==> config.mk <==
export PLATFORM = sky130hd
export DESIGN_NAME = async_rx_queue
export DESIGN_NICKNAME = d
export VERILOG_FILES = /design/src/rtl/async_rx_pkg.sv /design/src/rtl/rx_line_sync.sv /design/src/rtl/rx_frame_engine.sv /design/src/rtl/rx_word_fifo.sv /design/src/rtl/async_rx_queue.sv
export SDC_FILE = /design/constraint.sdc
export NUM_CORES = 1
export LEC_CHECK = 0
export BUFFER_PORTS_ARGS = -buffer_cell sky130_fd_sc_hd__buf_2
export CAP_MARGIN = 0
export CELL_PAD_IN_SITES_DETAIL_PLACEMENT = 0
export CELL_PAD_IN_SITES_GLOBAL_PLACEMENT = 2
export CORE_ASPECT_RATIO = 0.6
export CORE_MARGIN = 8
export CORE_UTILIZATION = 41
export DETAILED_ROUTE_END_ITERATION = 7
export PLACE_DENSITY_LB_ADDON = 0.1
export SLEW_MARGIN = 10
export SYNTH_ARGS = -nofsm -noshare
export SYNTH_HDL_FRONTEND = slang
export SYNTH_SLANG_ARGS = --single-unit
export TNS_END_PERCENT = 5
==> constraint.sdc <==
create_clock -name clk -period 2.1 [get_ports clk]
set_input_delay 0.21 -clock clk [delete_from_list [all_inputs] [get_ports clk]]
set_output_delay 0.21 -clock clk [all_outputs]
set_load 0.05 [all_outputs]
==> src/rtl/async_rx_pkg.sv <==
package async_rx_pkg;

   typedef enum logic [1:0] {
      RX_IDLE  = 2'd0,
      RX_START = 2'd1,
      RX_DATA  = 2'd2,
      RX_STOP  = 2'd3
   } rx_state_e;

   typedef struct packed {
      logic       ferr;
      logic       bit9;
      logic [7:0] data;
   } rx_word_t;

endpackage

==> src/rtl/rx_line_sync.sv <==
module rx_line_sync #(
   parameter int STAGES = 2
) (
   input  logic clk,
   input  logic rst_n,
   input  logic din,
   output logic dout
);

   initial begin
      assert (STAGES >= 1) else $error("rx_line_sync: STAGES must be at least 1");
   end

   generate
      if (STAGES == 1) begin : g_single
         logic q;
         always_ff @(posedge clk or negedge rst_n) begin
            if (!rst_n) q <= 1'b1;
            else        q <= din;
         end
         assign dout = q;
      end else begin : g_chain
         logic [STAGES-1:0] q;
         always_ff @(posedge clk or negedge rst_n) begin
            if (!rst_n) q <= '1;
            else        q <= {q[STAGES-2:0], din};
         end
         assign dout = q[STAGES-1];
      end
   endgenerate

endmodule

==> src/rtl/rx_frame_engine.sv <==
module rx_frame_engine
   import async_rx_pkg::*;
#(
   parameter int OVS = 16
) (
   input  logic     clk,
   input  logic     rst_n,
   input  logic     en,
   input  logic     tick,
   input  logic     line,
   input  logic     nine,
   output logic     done,
   output rx_word_t word
);

   localparam int CNT_W = $clog2(OVS);
   localparam logic [CNT_W-1:0] MID_CNT  = CNT_W'(OVS / 2 - 1);
   localparam logic [CNT_W-1:0] LAST_CNT = CNT_W'(OVS - 1);

   initial begin
      assert (OVS >= 4 && (OVS % 2) == 0) else $error("rx_frame_engine: OVS must be even and at least 4");
   end

   rx_state_e        st;
   logic [CNT_W-1:0] cnt;
   logic [3:0]       bitn;
   logic [8:0]       sr;
   logic             nine_q;
   logic [3:0]       last_bit;

   assign last_bit = nine_q ? 4'd8 : 4'd7;

   always_ff @(posedge clk or negedge rst_n) begin
      if (!rst_n) begin
         st     <= RX_IDLE;
         cnt    <= '0;
         bitn   <= '0;
         sr     <= '0;
         nine_q <= 1'b0;
         done   <= 1'b0;
         word   <= '0;
      end else begin
         done <= 1'b0;
         if (!en) begin
            st  <= RX_IDLE;
            cnt <= '0;
         end else if (tick) begin
            unique case (st)
               RX_IDLE: begin
                  cnt <= '0;
                  if (!line) begin
                     st     <= RX_START;
                     nine_q <= nine;
                  end
               end
               RX_START: begin
                  if (cnt == MID_CNT) begin
                     cnt  <= '0;
                     bitn <= '0;
                     st   <= line ? RX_IDLE : RX_DATA;
                  end else begin
                     cnt <= cnt + 1'b1;
                  end
               end
               RX_DATA: begin
                  if (cnt == LAST_CNT) begin
                     cnt <= '0;
                     sr  <= {line, sr[8:1]};
                     if (bitn == last_bit) st <= RX_STOP;
                     else                  bitn <= bitn + 1'b1;
                  end else begin
                     cnt <= cnt + 1'b1;
                  end
               end
               RX_STOP: begin
                  if (cnt == LAST_CNT) begin
                     cnt       <= '0;
                     st        <= RX_IDLE;
                     done      <= 1'b1;
                     word.ferr <= ~line;
                     word.bit9 <= nine_q & sr[8];
                     word.data <= nine_q ? sr[7:0] : sr[8:1];
                  end else begin
                     cnt <= cnt + 1'b1;
                  end
               end
               default: st <= RX_IDLE;
            endcase
         end
      end
   end

   // a disabled receiver sits in idle
   a_r11_idle_when_off: assert property (@(posedge clk) disable iff (!rst_n)
      !en |=> st == RX_IDLE);

   // a completed word is announced for one cycle only
   a_r5_done_single: assert property (@(posedge clk) disable iff (!rst_n)
      done |=> !done);

   // leaving the start state toward data only on a tick
   a_r2_start_on_tick: assert property (@(posedge clk) disable iff (!rst_n)
      (st == RX_START && !tick) |=> st != RX_DATA);

endmodule

==> src/rtl/rx_word_fifo.sv <==
module rx_word_fifo
   import async_rx_pkg::*;
#(
   parameter int DEPTH = 2
) (
   input  logic     clk,
   input  logic     rst_n,
   input  logic     en,
   input  logic     wr,
   input  rx_word_t wdata,
   input  logic     rd,
   output rx_word_t head,
   output logic     not_empty,
   output logic     ovr
);

   localparam int PTR_W = (DEPTH > 1) ? $clog2(DEPTH) : 1;
   localparam int CNT_W = $clog2(DEPTH + 1);
   localparam logic [CNT_W-1:0] FULL_CNT = CNT_W'(DEPTH);
   localparam logic [PTR_W-1:0] LAST_PTR = PTR_W'(DEPTH - 1);

   initial begin
      assert (DEPTH >= 2) else $error("rx_word_fifo: DEPTH must be at least 2");
   end

   rx_word_t         mem [DEPTH];
   logic [PTR_W-1:0] wp, rp;
   logic [CNT_W-1:0] cnt;
   logic             empty, full, rd_ok, wr_ok, drop;

   function automatic logic [PTR_W-1:0] step(input logic [PTR_W-1:0] p);
      return (p == LAST_PTR) ? '0 : p + 1'b1;
   endfunction

   assign empty = (cnt == '0);
   assign full  = (cnt == FULL_CNT);
   assign rd_ok = rd && !empty;
   assign wr_ok = wr && !ovr && (!full || rd_ok);
   assign drop  = wr && !ovr && full && !rd_ok;

   always_ff @(posedge clk or negedge rst_n) begin
      if (!rst_n) begin
         wp  <= '0;
         rp  <= '0;
         cnt <= '0;
         ovr <= 1'b0;
      end else begin
         if (wr_ok) wp <= step(wp);
         if (rd_ok) rp <= step(rp);
         if (wr_ok && !rd_ok)      cnt <= cnt + 1'b1;
         else if (rd_ok && !wr_ok) cnt <= cnt - 1'b1;
         if (!en)       ovr <= 1'b0;
         else if (drop) ovr <= 1'b1;
      end
   end

   always_ff @(posedge clk) begin
      if (wr_ok) mem[wp] <= wdata;
   end

   assign head      = empty ? '0 : mem[rp];
   assign not_empty = !empty;

   // occupancy never passes the depth
   a_r6_count_bound: assert property (@(posedge clk) disable iff (!rst_n)
      cnt <= FULL_CNT);

   // overrun holds while enabled
   a_r8_overrun_sticky: assert property (@(posedge clk) disable iff (!rst_n)
      (ovr && en) |=> ovr);

   // no growth of the queue while overrun is flagged
   a_r9_no_push_in_overrun: assert property (@(posedge clk) disable iff (!rst_n)
      (ovr && en) |=> cnt <= $past(cnt));

   // disabling clears overrun
   a_r10_clear_on_disable: assert property (@(posedge clk) disable iff (!rst_n)
      !en |=> !ovr);

   // a read of an empty queue leaves it empty
   a_r12_empty_read: assert property (@(posedge clk) disable iff (!rst_n)
      (rd && empty && !wr) |=> cnt == '0);

endmodule

==> src/rtl/async_rx_queue.sv <==
module async_rx_queue
   import async_rx_pkg::*;
#(
   parameter int OVS         = 16,
   parameter int SYNC_STAGES = 2,
   parameter int FIFO_DEPTH  = 2
) (
   input  logic       clk,
   input  logic       rst_n,
   input  logic       rx_en,
   input  logic       baud_tick,
   input  logic       rx_in,
   input  logic       nine_bit_mode,
   input  logic       rd_strobe,
   input  logic       irq_en,
   output logic [7:0] head_data,
   output logic       head_bit9,
   output logic       head_frame_err,
   output logic       rx_ready,
   output logic       irq,
   output logic       overrun
);

   logic     line_s;
   logic     word_done;
   rx_word_t word;
   rx_word_t head;

   rx_line_sync #(.STAGES(SYNC_STAGES)) u_sync (
      .clk  (clk),
      .rst_n(rst_n),
      .din  (rx_in),
      .dout (line_s)
   );

   rx_frame_engine #(.OVS(OVS)) u_engine (
      .clk  (clk),
      .rst_n(rst_n),
      .en   (rx_en),
      .tick (baud_tick),
      .line (line_s),
      .nine (nine_bit_mode),
      .done (word_done),
      .word (word)
   );

   rx_word_fifo #(.DEPTH(FIFO_DEPTH)) u_fifo (
      .clk      (clk),
      .rst_n    (rst_n),
      .en       (rx_en),
      .wr       (word_done),
      .wdata    (word),
      .rd       (rd_strobe),
      .head     (head),
      .not_empty(rx_ready),
      .ovr      (overrun)
   );

   assign head_data      = head.data;
   assign head_bit9      = head.bit9;
   assign head_frame_err = head.ferr;
   assign irq            = rx_ready & irq_en;

   // ready cannot rise without a completed word
   a_r7_ready_from_word: assert property (@(posedge clk) disable iff (!rst_n)
      (!rx_ready && !word_done) |=> !rx_ready);

endmodule

Yosys cells after proc, flatten, opt, wreduce, memory -nomap -nowiden
Memories as Yosys holds them, arrays and structs flattened.
Cells that the tools add are included.
Cells by class
  reductions and logical operators: 23
  muxes and demuxes: 33
  add/subtract/negate cells: 6
  bitwise gates (word level): 3
  equality and inequality tests: 17
Operators by type and width (count)
  4-bit 2-to-1 mux: 8
  2-bit 2-to-1 mux: 10
  3-bit by 2-bit inequality test with 1-bit output (second input constant): 4
  4-bit case mux with 3 select lines: 1
  4-bit AND reduction: 3
  6-bit AND reduction: 2
  1-bit 2-to-1 mux: 10
  10-bit 2-to-1 mux: 1
  4-bit by 1-bit adder with 4-bit output (second input constant): 2
  8-bit 2-to-1 mux: 1
  2-bit by 1-bit inequality test with 1-bit output (second input constant): 4
  2-bit case mux with 4 select lines: 1
  4-bit case mux with 2 select lines: 1
  1-bit logical AND: 7
  2-bit == test (second input constant): 3
  1-bit logical NOT: 5
  4-bit by 3-bit == test with 1-bit output (second input constant): 1
  4-bit == test: 1
  4-bit == test (second input constant): 1
  2-bit logical NOT: 2
  2-bit nonzero test: 2
  3-bit inequality test (second input constant): 1
  1-bit adder (second input constant): 2
  2-bit by 1-bit adder with 2-bit output (second input constant): 1
  7 further kinds: 8
Word-level totals
  output and inout bits: 13
  input port bits: 8
  logic and storage cells: 97
  bits in writable memories: 20
  memories kept: 1
  flip-flop bits (word level): 38
Memories
  u_fifo.mem: depth 2, bits a word 10, rd ports 1, clocked after memory_dff 0, write ports 1, RTL line rx_word_fifo.sv:26  | rx_word_t mem [DEPTH];

Longest topological paths before layout
Gate-level depths: netlist of run 1.
  depth in word-level cells: 9
  depth in mapped cells: 7
  mapped depth without buffers: 7

Cells and area by module
A second synthesis of run 1 with hierarchy kept.
Second synthesis, totals
  cell total of the unflattened synthesis: 203
  area total of the unflattened synthesis: 2553.7 µm²
Modules (own cells, without submodules)
  rx_frame_engine: area an instance 1493.9 µm², cells each 137, times used 1
  rx_word_fifo: area an instance 1001.0 µm², cells each 63, times used 1
  rx_line_sync: area an instance 52.6 µm², cells each 2, times used 1
  async_rx_queue: area an instance 6.3 µm², cells each 1, times used 1

Worst setup path before layout of run 1
OpenSTA, ideal clock, no wires.
  path kind: register -> register
  start point: register u_fifo.ovr
  end point: memory u_fifo.mem[0][0] (netlist name) (enable)
  slack: 0.177 ns
  setup time: 0.377 ns
  arrival: 1.545 ns
  buffers on the path: 0
  stages on the path, launching flop included: 3
  cells stage by stage: dfrtp_1 -> nor3b_1 -> nor2b_1
On the way
  longest elaborated chain between the ends: 5
RTL lines
  start, declared: RTL line rx_word_fifo.sv:14  | output logic ovr
  start signal, assigned: RTL line rx_word_fifo.sv:46  | ovr <= 1'b0;
  start signal, assigned: RTL line rx_word_fifo.sv:52  | if (!en) ovr <= 1'b0;
  start signal, assigned: RTL line rx_word_fifo.sv:53  | else if (drop) ovr <= 1'b1;
  1-bit logical NOT: RTL line rx_word_fifo.sv:38  | assign wr_ok = wr && !ovr && (!full || rd_ok);
  1-bit logical AND (2 in a row): RTL line rx_word_fifo.sv:38
  1-bit 2-to-1 mux: RTL line rx_word_fifo.sv:58  | if (wr_ok) mem[wp] <= wdata;
  1-bit 2-to-1 mux (implied by the code): RTL line rx_word_fifo.sv:58
  end, declared: RTL line rx_word_fifo.sv:26
Every way passes these cells.

Worst setup path in the final report of run 1
  start point: register u_fifo.rp
  end point: output head_frame_err
On the way
  longest elaborated chain between the ends: 2
RTL lines
  start, declared: RTL line rx_word_fifo.sv:27  | logic [PTR_W-1:0] wp, rp;
  start signal, assigned: RTL line rx_word_fifo.sv:49  | if (rd_ok) rp <= step(rp);
  memory read 2 x 10 bit
  10-bit 2-to-1 mux: RTL line rx_word_fifo.sv:61  | assign head = empty ? '0 : mem[rp];
  end, declared: RTL line async_rx_queue.sv:18  | output logic head_frame_err,
Every way passes these cells.

==> metrics, run 1 <==
outcome finished, violations left; failing checks hold timing; global-route wire length before repair 7838 um; cells taking the most area after synthesis dfrtp_1, edfxtp_1, mux2i_1; antenna violation net count after detailed routing 0; relative area change from synthesis to final layout 15.72%; highest clock rate 543.6 MHz; core occupancy in the finished layout 48.75%; maximum fanout along the worst path 11; Final Slew Violations 0; Antenna Cells 0; remaining routing DRC violations 0; reported leakage power 0.001329 uW; worst endpoint data arrival time 1630 ps; Final Critical Period 1840 ps; Total GRT Usage 11.04%; combinational power share 25.3%; deepest level of the CTS H-tree 3; share of the clock period used by the worst path 87.60%; top-area cell type share of the netlist area 35.16%; number of standard-cell rows in the floorplan 22; sinks on the clock net 58; clock tree from TritonCTS yes; count of cells resized by post-cts repair 0; sequential element share of the synthesized area 60.64%; Detail Placement HPWL 3325 um; Root Buffer clkbuf_8; net count after synthesis 209; WL per Instance 14.70 um; internal power of the cells 2121 uW; Avg Inst Size Synth 12.94 sq um; total standard cell area after synthesis 0.002562 sq mm; category of the critical setup timing path flop to output pin; switching pwr 1079 uW; predominant post-synthesis flop cell dfrtp_1; Slew Limit Headroom 44.03%; count of flip-flops with a built-in enable after synthesis 20; CP endpoint kind output pin; most area-hungry cell type in the Yosys netlist dfrtp_1; clk_lat worst skew 320 ps; Worst-Margin Slew 839.5 ps; worst min-delay path class primary input to async pin; warnings from Yosys 0; power share of the sequential group 41.2%; Num CTS Buffers 9; Max Clock Skew 5.576 ps; DRT iter0 DRCs 130; Max stage delay cell, worst path dfrtp_1; ordered cell list for the critical path mux2i_1, nor2_1, buf_2; part of the total power dissipated in the clock network 33.5%; Synth async-reset ratio 65.52%; number of distinct library cells after synthesis 45; delay of the slowest cell on the worst path 720 ps; Layout Nets 238; count of input and output buffers 20; fraction of power spent switching nets 33.72%; RSZ-0062 raised after global routing false; clock transition at the register clock pins on the worst setup and hold paths after CTS 60 ps; instance area at placement 0.002746 sq mm; total non-filler cell area in the finished layout 0.002965 sq mm; TritonRoute pass-1 iters 4; proportion of layout cells with a drive suffix above 1 28.02%; total power density per cell area 1079 mW/mm^2; Core Footprint 0.006083 sq mm; die extent in x 118.1 um; max-cap violation count 0; initial antenna violation count 0; overall overflow remaining after global route 0; total die area 0.009118 sq mm; global placer's final weighted congestion 0.8234; vias in the first global route 1548; height of the chip 77.24 um; Total Neg Setup Slack 0 ps; total via count in the routed design 1534; initial core utilization 42.12%; hold violation count in the final report 15; CTS Buffer Depth 2; final setup violating endpoints 0; sort of element at the start of the critical path flop; Peak VDD IR 0.5408 mV; Synth Register Bits 58; hold slack -6.581 ps; number of cells produced by synthesis 198; largest net degree at the start of global routing 39; ports placed on the boundary 21; required time at the endpoint of the critical path 1890 ps; total routed wirelength 4645 um; per-cell via count in the routed design 4.854
-- sequential cells by signal, indices dropped and copies added (netlist names) --
register	flops
u_fifo.mem	20
u_engine.word	10
u_engine.sr	9
u_engine.bitn	4
u_engine.cnt	4
u_engine.st	2
u_fifo.cnt	2
u_sync.g_chain.q	2
u_engine.done	1
u_engine.nine_q	1
u_fifo.ovr	1
u_fifo.rp	1
u_fifo.wp	1
-- cells in the mapped netlist (3+ instances only) --
master,count
o21ai_2,9
a21oi_1,4
inv_1,5
nand3_1,4
edfxtp_1,20
and2_1,3
mux2_2,12
ha_1,3
xor2_1,3
nor2b_1,3
nor2_1,19
nor3b_1,3
mux2i_1,19
dfrtp_1,36
nand2_1,17
xnor2_1,3
-- worst paths after layout --
path	startpoint	to	slack (ps)	depth (start not counted)
max	u_fifo.rp	head_frame_err	260	3
min	rst_n	u_engine.bitn[1]	-7	1
max reg2reg	u_fifo.cnt[1]	u_fifo.mem[1][3]	280	3
min reg2reg	u_sync.g_chain.q[0]	u_sync.g_chain.q[1]	370	0
max in group asynchronous	rst_n	u_engine.word[1]	1580	1
min in group clk	nine_bit_mode	u_engine.nine_q	140	2
-- layout by cell type (no fill, tap or decap), drive strengths merged, types with 6 or more instances in the layout --
master   n
nor2    19
mux2    12
nand2   18
mux2i   19
inv      6
buf     24
dfrtp   36
clkbuf  10
o21ai   11
edfxtp  20
-- final cells by class --
cell class                      count  area (sq um)
Inverter                            6         22.52
Timing Repair Buffer               25         140.1
Fill cell                         557          3118
Sequential cell                    58          1554
Multi-Input combinational cell    127         934.6
Tap cell                           84         105.1
Clock inverter                      6         81.33
Clock buffer                       10         127.6
-- critical path: cells and delay by family (launching register included) --
| kind | cells | cell delay (ps) |
|---|---|---|
| DFF | 1 | 720 |
| buffers and inverters | 1 | 270 |
| muxes | 1 | 180 |
| and+or+nand+nor | 1 | 120 |
-- power groups by stage --
stage | Sequential (uW) | Clock [uW] | Combinational (uW)
2_1_floorplan | 1280 | 0 | 676
4_1_cts | 1320 | 1100 | 825
3_3_place_gp | 1340 | 0 | 812
3_5_place_dp | 1340 | 0 | 823
5_1_grt | 1330 | 1160 | 868
6_report | 1320 | 1070 | 809
-- cells by family (layout without fill, tap and decap cells) --
family          count (synthesis)  count (layout)  share of synthesized area, %
compound gates                 29              29                         8.790
xor+xnor                        6               6                         2.051
fa+ha+maj                       3               3                         1.465
buf+inv                        13              47                         2.880
flops                          58              58                         60.64
mux                            31              31                         12.70
simple gates                   58              58                         11.47
-- stage by stage --
| stage | worst slack [ps] | std cells | hold WS (ps) | total power (uW) |
|---|---|---|---|---|
| 2_1_floorplan | 177.1 | 198 | -85.59 | 1959 |
| 3_3_place_gp | 264.1 | 299 | 317.0 | 2149 |
| 3_5_place_dp | 254.9 | 299 | 323.4 | 2163 |
| 4_1_cts | 226.6 | 316 | 22.72 | 3246 |
| 5_1_grt | 113.8 | 316 | 56.07 | 3358 |
| 6_report | 260.3 | 316 | -6.581 | 3201 |
-- routing by layer --
metal | vias to the layer above | track usage, % | routed length, um
li1 | 771 | - | -
met5 | - | 0 | 0
met1 | 726 | 14.44 | 2397
met2 | 32 | 15.58 | 1953
met4 | 0 | 4.447 | 36
met3 | 5 | 4.751 | 257
-- repair_timing --
action | in CTS | in global routing
hold endpoints to repair | 1 | 0
hold buffers | 1 | 0
setup buffers | 0 | 0
No activity file was read; power rests on OpenSTA's default activity.
==> inputs of run 2 (changes only) <==
CELL_PAD_IN_SITES_DETAIL_PLACEMENT = 1   (was 0)
==> metrics, run 2 (synthesized netlist as in run 1, its figures left out) <==
TritonRoute pass-1 iters 4; share of the clock period used by the worst path 88.76%; fraction of power spent switching nets 33.97%; global-route wire length before repair 8721 um; FF+latch area 0.001554 sq mm; Max stage delay cell, worst path dfrtp_1; height of the chip 77.24 um; global placer's final weighted congestion 0.8234; Post-CTS Hold Fix Bufs 1; hold violation count in the final report 9; ports placed on the boundary 21; worst endpoint data arrival time 2070 ps; Reg-to-Reg End u_engine.sr[3]; sinks on the clock net 58; commonest non-fill, non-tap cell in the layout dfrtp_1; CP endpoint kind flop; initial antenna violation count 0; clk_lat worst skew 320 ps; Core Footprint 0.006083 sq mm; Detail Placement HPWL 3671 um; deepest level of the CTS H-tree 3; switching pwr 1092 uW; count of input and output buffers 20; core occupancy in the finished layout 48.77%; total via count in the routed design 1584; largest net degree at the start of global routing 39; WL per Instance 15.96 um; category of the critical setup timing path flop to flop; reported leakage power 0.001333 uW; part of the total power dissipated in the clock network 33.6%; failing checks hold timing; DRT iter0 DRCs 70; required time at the endpoint of the critical path 2310 ps; relative area change from synthesis to final layout 15.77%; Total GRT Usage 11.94%; highest-count cells in the layout ignoring fill and taps dfrtp_1, buf_2, edfxtp_1; remaining routing DRC violations 0; antenna violation net count after detailed routing 0; final setup violating endpoints 0; combined area of the multi-input logic cells 934.6 sq um; overall overflow remaining after global route 0; internal power of the cells 2123 uW; hold slack -8.433 ps; RSZ-0062 raised after global routing false; sort of element at the start of the critical path flop; count of cells resized by post-cts repair 0; outcome finished, violations left; Slew Limit Headroom 43.52%; register bank with the most flops u_fifo.mem; CTS Buffer Depth 2; reg2reg start u_engine.cnt[0]; maximum fanout along the worst path 12; Antenna Cells 0; Filler Cell Count 642; flop-to-flop setup slack 240 ps; power share of the sequential group 41.0%; Post CTS Setup Buffer Count 0; combinational power share 25.4%; Total Neg Setup Slack 0 ps; per-cell via count in the routed design 5.013; highest clock rate 536.5 MHz; delay of the slowest cell on the worst path 380 ps; total routed wirelength 5044 um; Worst-Margin Slew 847.2 ps; ordered cell list for the critical path ha_1, nand2_1, nor4_2, buf_4, mux2_2; worst min-delay path class primary input to async pin; initial core utilization 42.12%; total power density per cell area 1084 mW/mm^2; clock transition at the register clock pins on the worst setup and hold paths after CTS 60 ps; Register-to-Register Path Depth 5; largest registers in the final layout u_fifo.mem: 20 flops, u_engine.word: 10 flops, u_engine.sr: 9 flops; proportion of layout cells with a drive suffix above 1 28.02%; die extent in x 118.1 um; Num CTS Buffers 9; Final Slew Violations 0; number of flip-flops in the largest register 20; Peak VDD IR 0.4460 mV; clock tree from TritonCTS yes; Root Buffer clkbuf_8; number of standard-cell rows in the floorplan 22; Final Critical Period 1864 ps; vias in the first global route 1739; Max Clock Skew 7.426 ps; total die area 0.009118 sq mm; post-route total power 3216 uW; Layout Nets 238; max-cap violation count 0
run 2: cell count changes in the layout (fill, tap and decap cells not counted), sizes merged:
| cell | delta |
|---|---|
| clkinvlp | -1 |
| clkinv | +1 |
run 2: worst max-delay path by stage:
stage / startpoint / end / slack, ps / cells after the start
global placement: u_fifo.cnt[1] / u_fifo.mem[1][5] / 260 / 3
floorplan: u_fifo.ovr / u_fifo.mem[0][0] / 180 / 2
global route: u_engine.cnt[0] / u_engine.bitn[1] / 100 / 6
CTS: u_engine.cnt[0] / u_engine.sr[3] / 200 / 5
finish: u_engine.cnt[0] / u_engine.sr[3] / 240 / 5
detailed placement: u_engine.cnt[0] / u_engine.sr[3] / 210 / 5
run 2: cell type report:
type,count,area share (%)
Sequential cell,58,52.38
Multi-Input combinational cell,127,31.51
Timing Repair Buffer,25,4.724
Clock buffer,10,4.302
Tap cell,84,3.543
Clock inverter,6,2.784
Inverter,6,0.7592
run 2: routing by layer:
| layer | global-route usage [%] | part of all wire [%] | vias up |
|---|---|---|---|
| met5 | 0 | 0 | - |
| met4 | 4.828 | 0.91 | 0 |
| met3 | 4.459 | 4.5 | 6 |
| met2 | 17.79 | 44 | 29 |
| met1 | 15.29 | 50 | 774 |
| li1 | - | - | 775 |
run 2: per-stage QoR:
stage	instances	hold slack (ps)	worst slack [ps]	cell area, sq um
after detailed placement	299	316.6	210.2	2746
after floorplan	198	-85.59	177.1	2562
final	316	-8.433	236.0	2967
after global routing	316	52.64	99.02	2967
after CTS	316	7.079	204.1	2967
after global placement	299	317.0	264.1	2746
run 2: critical path, delay by kind of cell, from the launching register on:
family        cells  cell delay (ps)
buf+inv           1              270
flops             1              380
simple gates      2              500
fa+ha+maj         1              250
mux               1              350
run 2: power by group through the flow:
stage,logic (uW),registers [uW],clock network (uW)
after global routing,873,1330,1160
after detailed placement,830,1340,0
after CTS,833,1320,1110
after floorplan,676,1280,0
after global placement,812,1340,0
final,818,1320,1080
==> inputs of run 3 (changes only) <==
HOLD_SLACK_MARGIN = 0.1   (was not set)
==> metrics, run 3 (synthesized netlist as in run 1, its figures left out) <==
largest net degree at the start of global routing 39; total via count in the routed design 1586; Slew Limit Headroom 43.79%; Peak VDD IR 0.4460 mV; Max stage delay cell, worst path dfrtp_1; clock transition at the register clock pins on the worst setup and hold paths after CTS 60 ps; flop-to-flop setup slack 230 ps; initial antenna violation count 0; ordered cell list for the critical path ha_1, nand2_1, nor4_2, buf_4, mux2_2; fraction of power spent switching nets 33.96%; relative area change from synthesis to final layout 16.16%; part of the total power dissipated in the clock network 33.6%; count of input and output buffers 20; total die area 0.009118 sq mm; Reg-to-Reg End u_engine.sr[3]; number of placed instances, taps included 299; combinational power share 25.5%; final setup violating endpoints 0; TritonRoute pass-1 iters 4; Total GRT Usage 11.97%; clk_lat worst skew 320 ps; deepest level of the CTS H-tree 3; reported leakage power 0.001337 uW; Filler Cell Count 640; Final Slew Violations 0; ports placed on the boundary 21; reg2reg start u_engine.cnt[0]; met2 usage 17.79%; category of the critical setup timing path flop to flop; core occupancy in the finished layout 48.93%; overall overflow remaining after global route 0; global placer's final weighted congestion 0.8234; Core Footprint 0.006083 sq mm; maximum fanout along the worst path 12; per-cell via count in the routed design 5.003; Worst Setup Slack, final 234.4 ps; FF+latch area 0.001554 sq mm; power share of the sequential group 40.9%; Layout Nets 239; number of standard-cell rows in the floorplan 22; post-layout instance count excluding filler cells 317; Final Critical Period 1866 ps; CTS Buffer Depth 2; hold violation count in the final report 0; clock tree from TritonCTS yes; switching pwr 1092 uW; Num CTS Buffers 9; GRT Max-Usage Layer met2; antenna violation net count after detailed routing 0; proportion of layout cells with a drive suffix above 1 27.90%; combined area of the multi-input logic cells 934.6 sq um; Detail Placement HPWL 3671 um; initial core utilization 42.12%; commonest non-fill, non-tap cell in the layout dfrtp_1; max-cap violation count 0; CP endpoint kind flop; count of cells resized by post-cts repair 0; height of the chip 77.24 um; hold slack 145.0 ps; vias in the first global route 1741; share of the clock period used by the worst path 88.84%; RSZ-0062 raised after global routing false; required time at the endpoint of the critical path 2310 ps; remaining routing DRC violations 0; number of flip-flops in the largest register 20; Max Clock Skew 7.426 ps; Total Neg Setup Slack 0 ps; Post-CTS Hold Fix Bufs 2; worst min-delay path class primary input to flop; pre-CTS worst setup slack 210.2 ps; number of instances on the worst hold path 2; DRT iter0 DRCs 91; sort of element at the start of the critical path flop; worst endpoint data arrival time 2070 ps; worst hold path startpoint nine_bit_mode; sinks on the clock net 58; global-route met3 utilization 4.459%; global-route wire length before repair 8749 um; total power density per cell area 1081 mW/mm^2; Post CTS Setup Buffer Count 0; highest clock rate 536.0 MHz; largest registers in the final layout u_fifo.mem: 20 flops, u_engine.word: 10 flops, u_engine.sr: 9 flops; Antenna Cells 0; register bank with the most flops u_fifo.mem; Root Buffer clkbuf_8; Worst-Margin Slew 843.2 ps; highest-count cells in the layout ignoring fill and taps dfrtp_1, buf_2, edfxtp_1; hold endpoint u_engine.nine_q; delay of the slowest cell on the worst path 380 ps; total routed wirelength 5061 um; routing usage on met1 15.37%; outcome finished clean; die extent in x 118.1 um; internal power of the cells 2125 uW; Register-to-Register Path Depth 5; WL per Instance 15.97 um
[run 3: cell types whose count changed in the layout (fill, tap and decap cells not counted)]
cell,previous run,this run
dlygate4sd3_1,1,2
[run 3: worst max-delay path, delay by kind of cell, from the launching register on]
kind / cells / cell delay (ps)
adder cells (fa/ha/maj): 1 / 250
buffers and inverters: 1 / 270
flip-flops: 1 / 380
multiplexers: 1 / 350
AND/OR/NAND/NOR: 2 / 500
[run 3: layout make-up]
class                           instances  share of cell area, %
Clock buffer                           10                  4.288
Clock inverter                          6                  2.774
Inverter                                6                 0.7566
Multi-Input combinational cell        127                  31.40
Sequential cell                        58                  52.21
Tap cell                               84                  3.531
Timing Repair Buffer                   26                  5.044
[run 3: worst max path at each step]
stage	startpoint	endpoint	slack, ps	cells after the start
6_report	u_engine.cnt[0]	u_engine.sr[3]	230	5
5_1_grt	u_engine.cnt[0]	u_engine.bitn[1]	100	6
4_1_cts	u_engine.cnt[0]	u_engine.sr[3]	200	5
3_5_place_dp	u_engine.cnt[0]	u_engine.sr[3]	210	5
3_3_place_gp	u_fifo.cnt[1]	u_fifo.mem[1][5]	260	3
2_1_floorplan	u_fifo.ovr	u_fifo.mem[0][0]	180	2
[run 3: metrics by stage]
step | total power, uW | area (sq um)
final | 3217 | 2977
after CTS | 3269 | 2977
after global routing | 3360 | 2977
after detailed placement | 2172 | 2746
after floorplan | 1959 | 2562
after global placement | 2149 | 2746
[run 3: routing by layer]
| layer | part of all wire (%) | vias to the layer above |
|---|---|---|
| met2 | 44 | 29 |
| met5 | 0 | - |
| li1 | - | 777 |
| met4 | 0.91 | 0 |
| met1 | 51 | 774 |
| met3 | 4.5 | 6 |
[run 3: power by group through the flow]
stage	clock (uW)	combinational (uW)	sequential (uW)
6_report	1080	819	1320
5_1_grt	1160	874	1330
4_1_cts	1110	835	1320
3_5_place_dp	0	830	1340
3_3_place_gp	0	812	1340
2_1_floorplan	0	676	1280
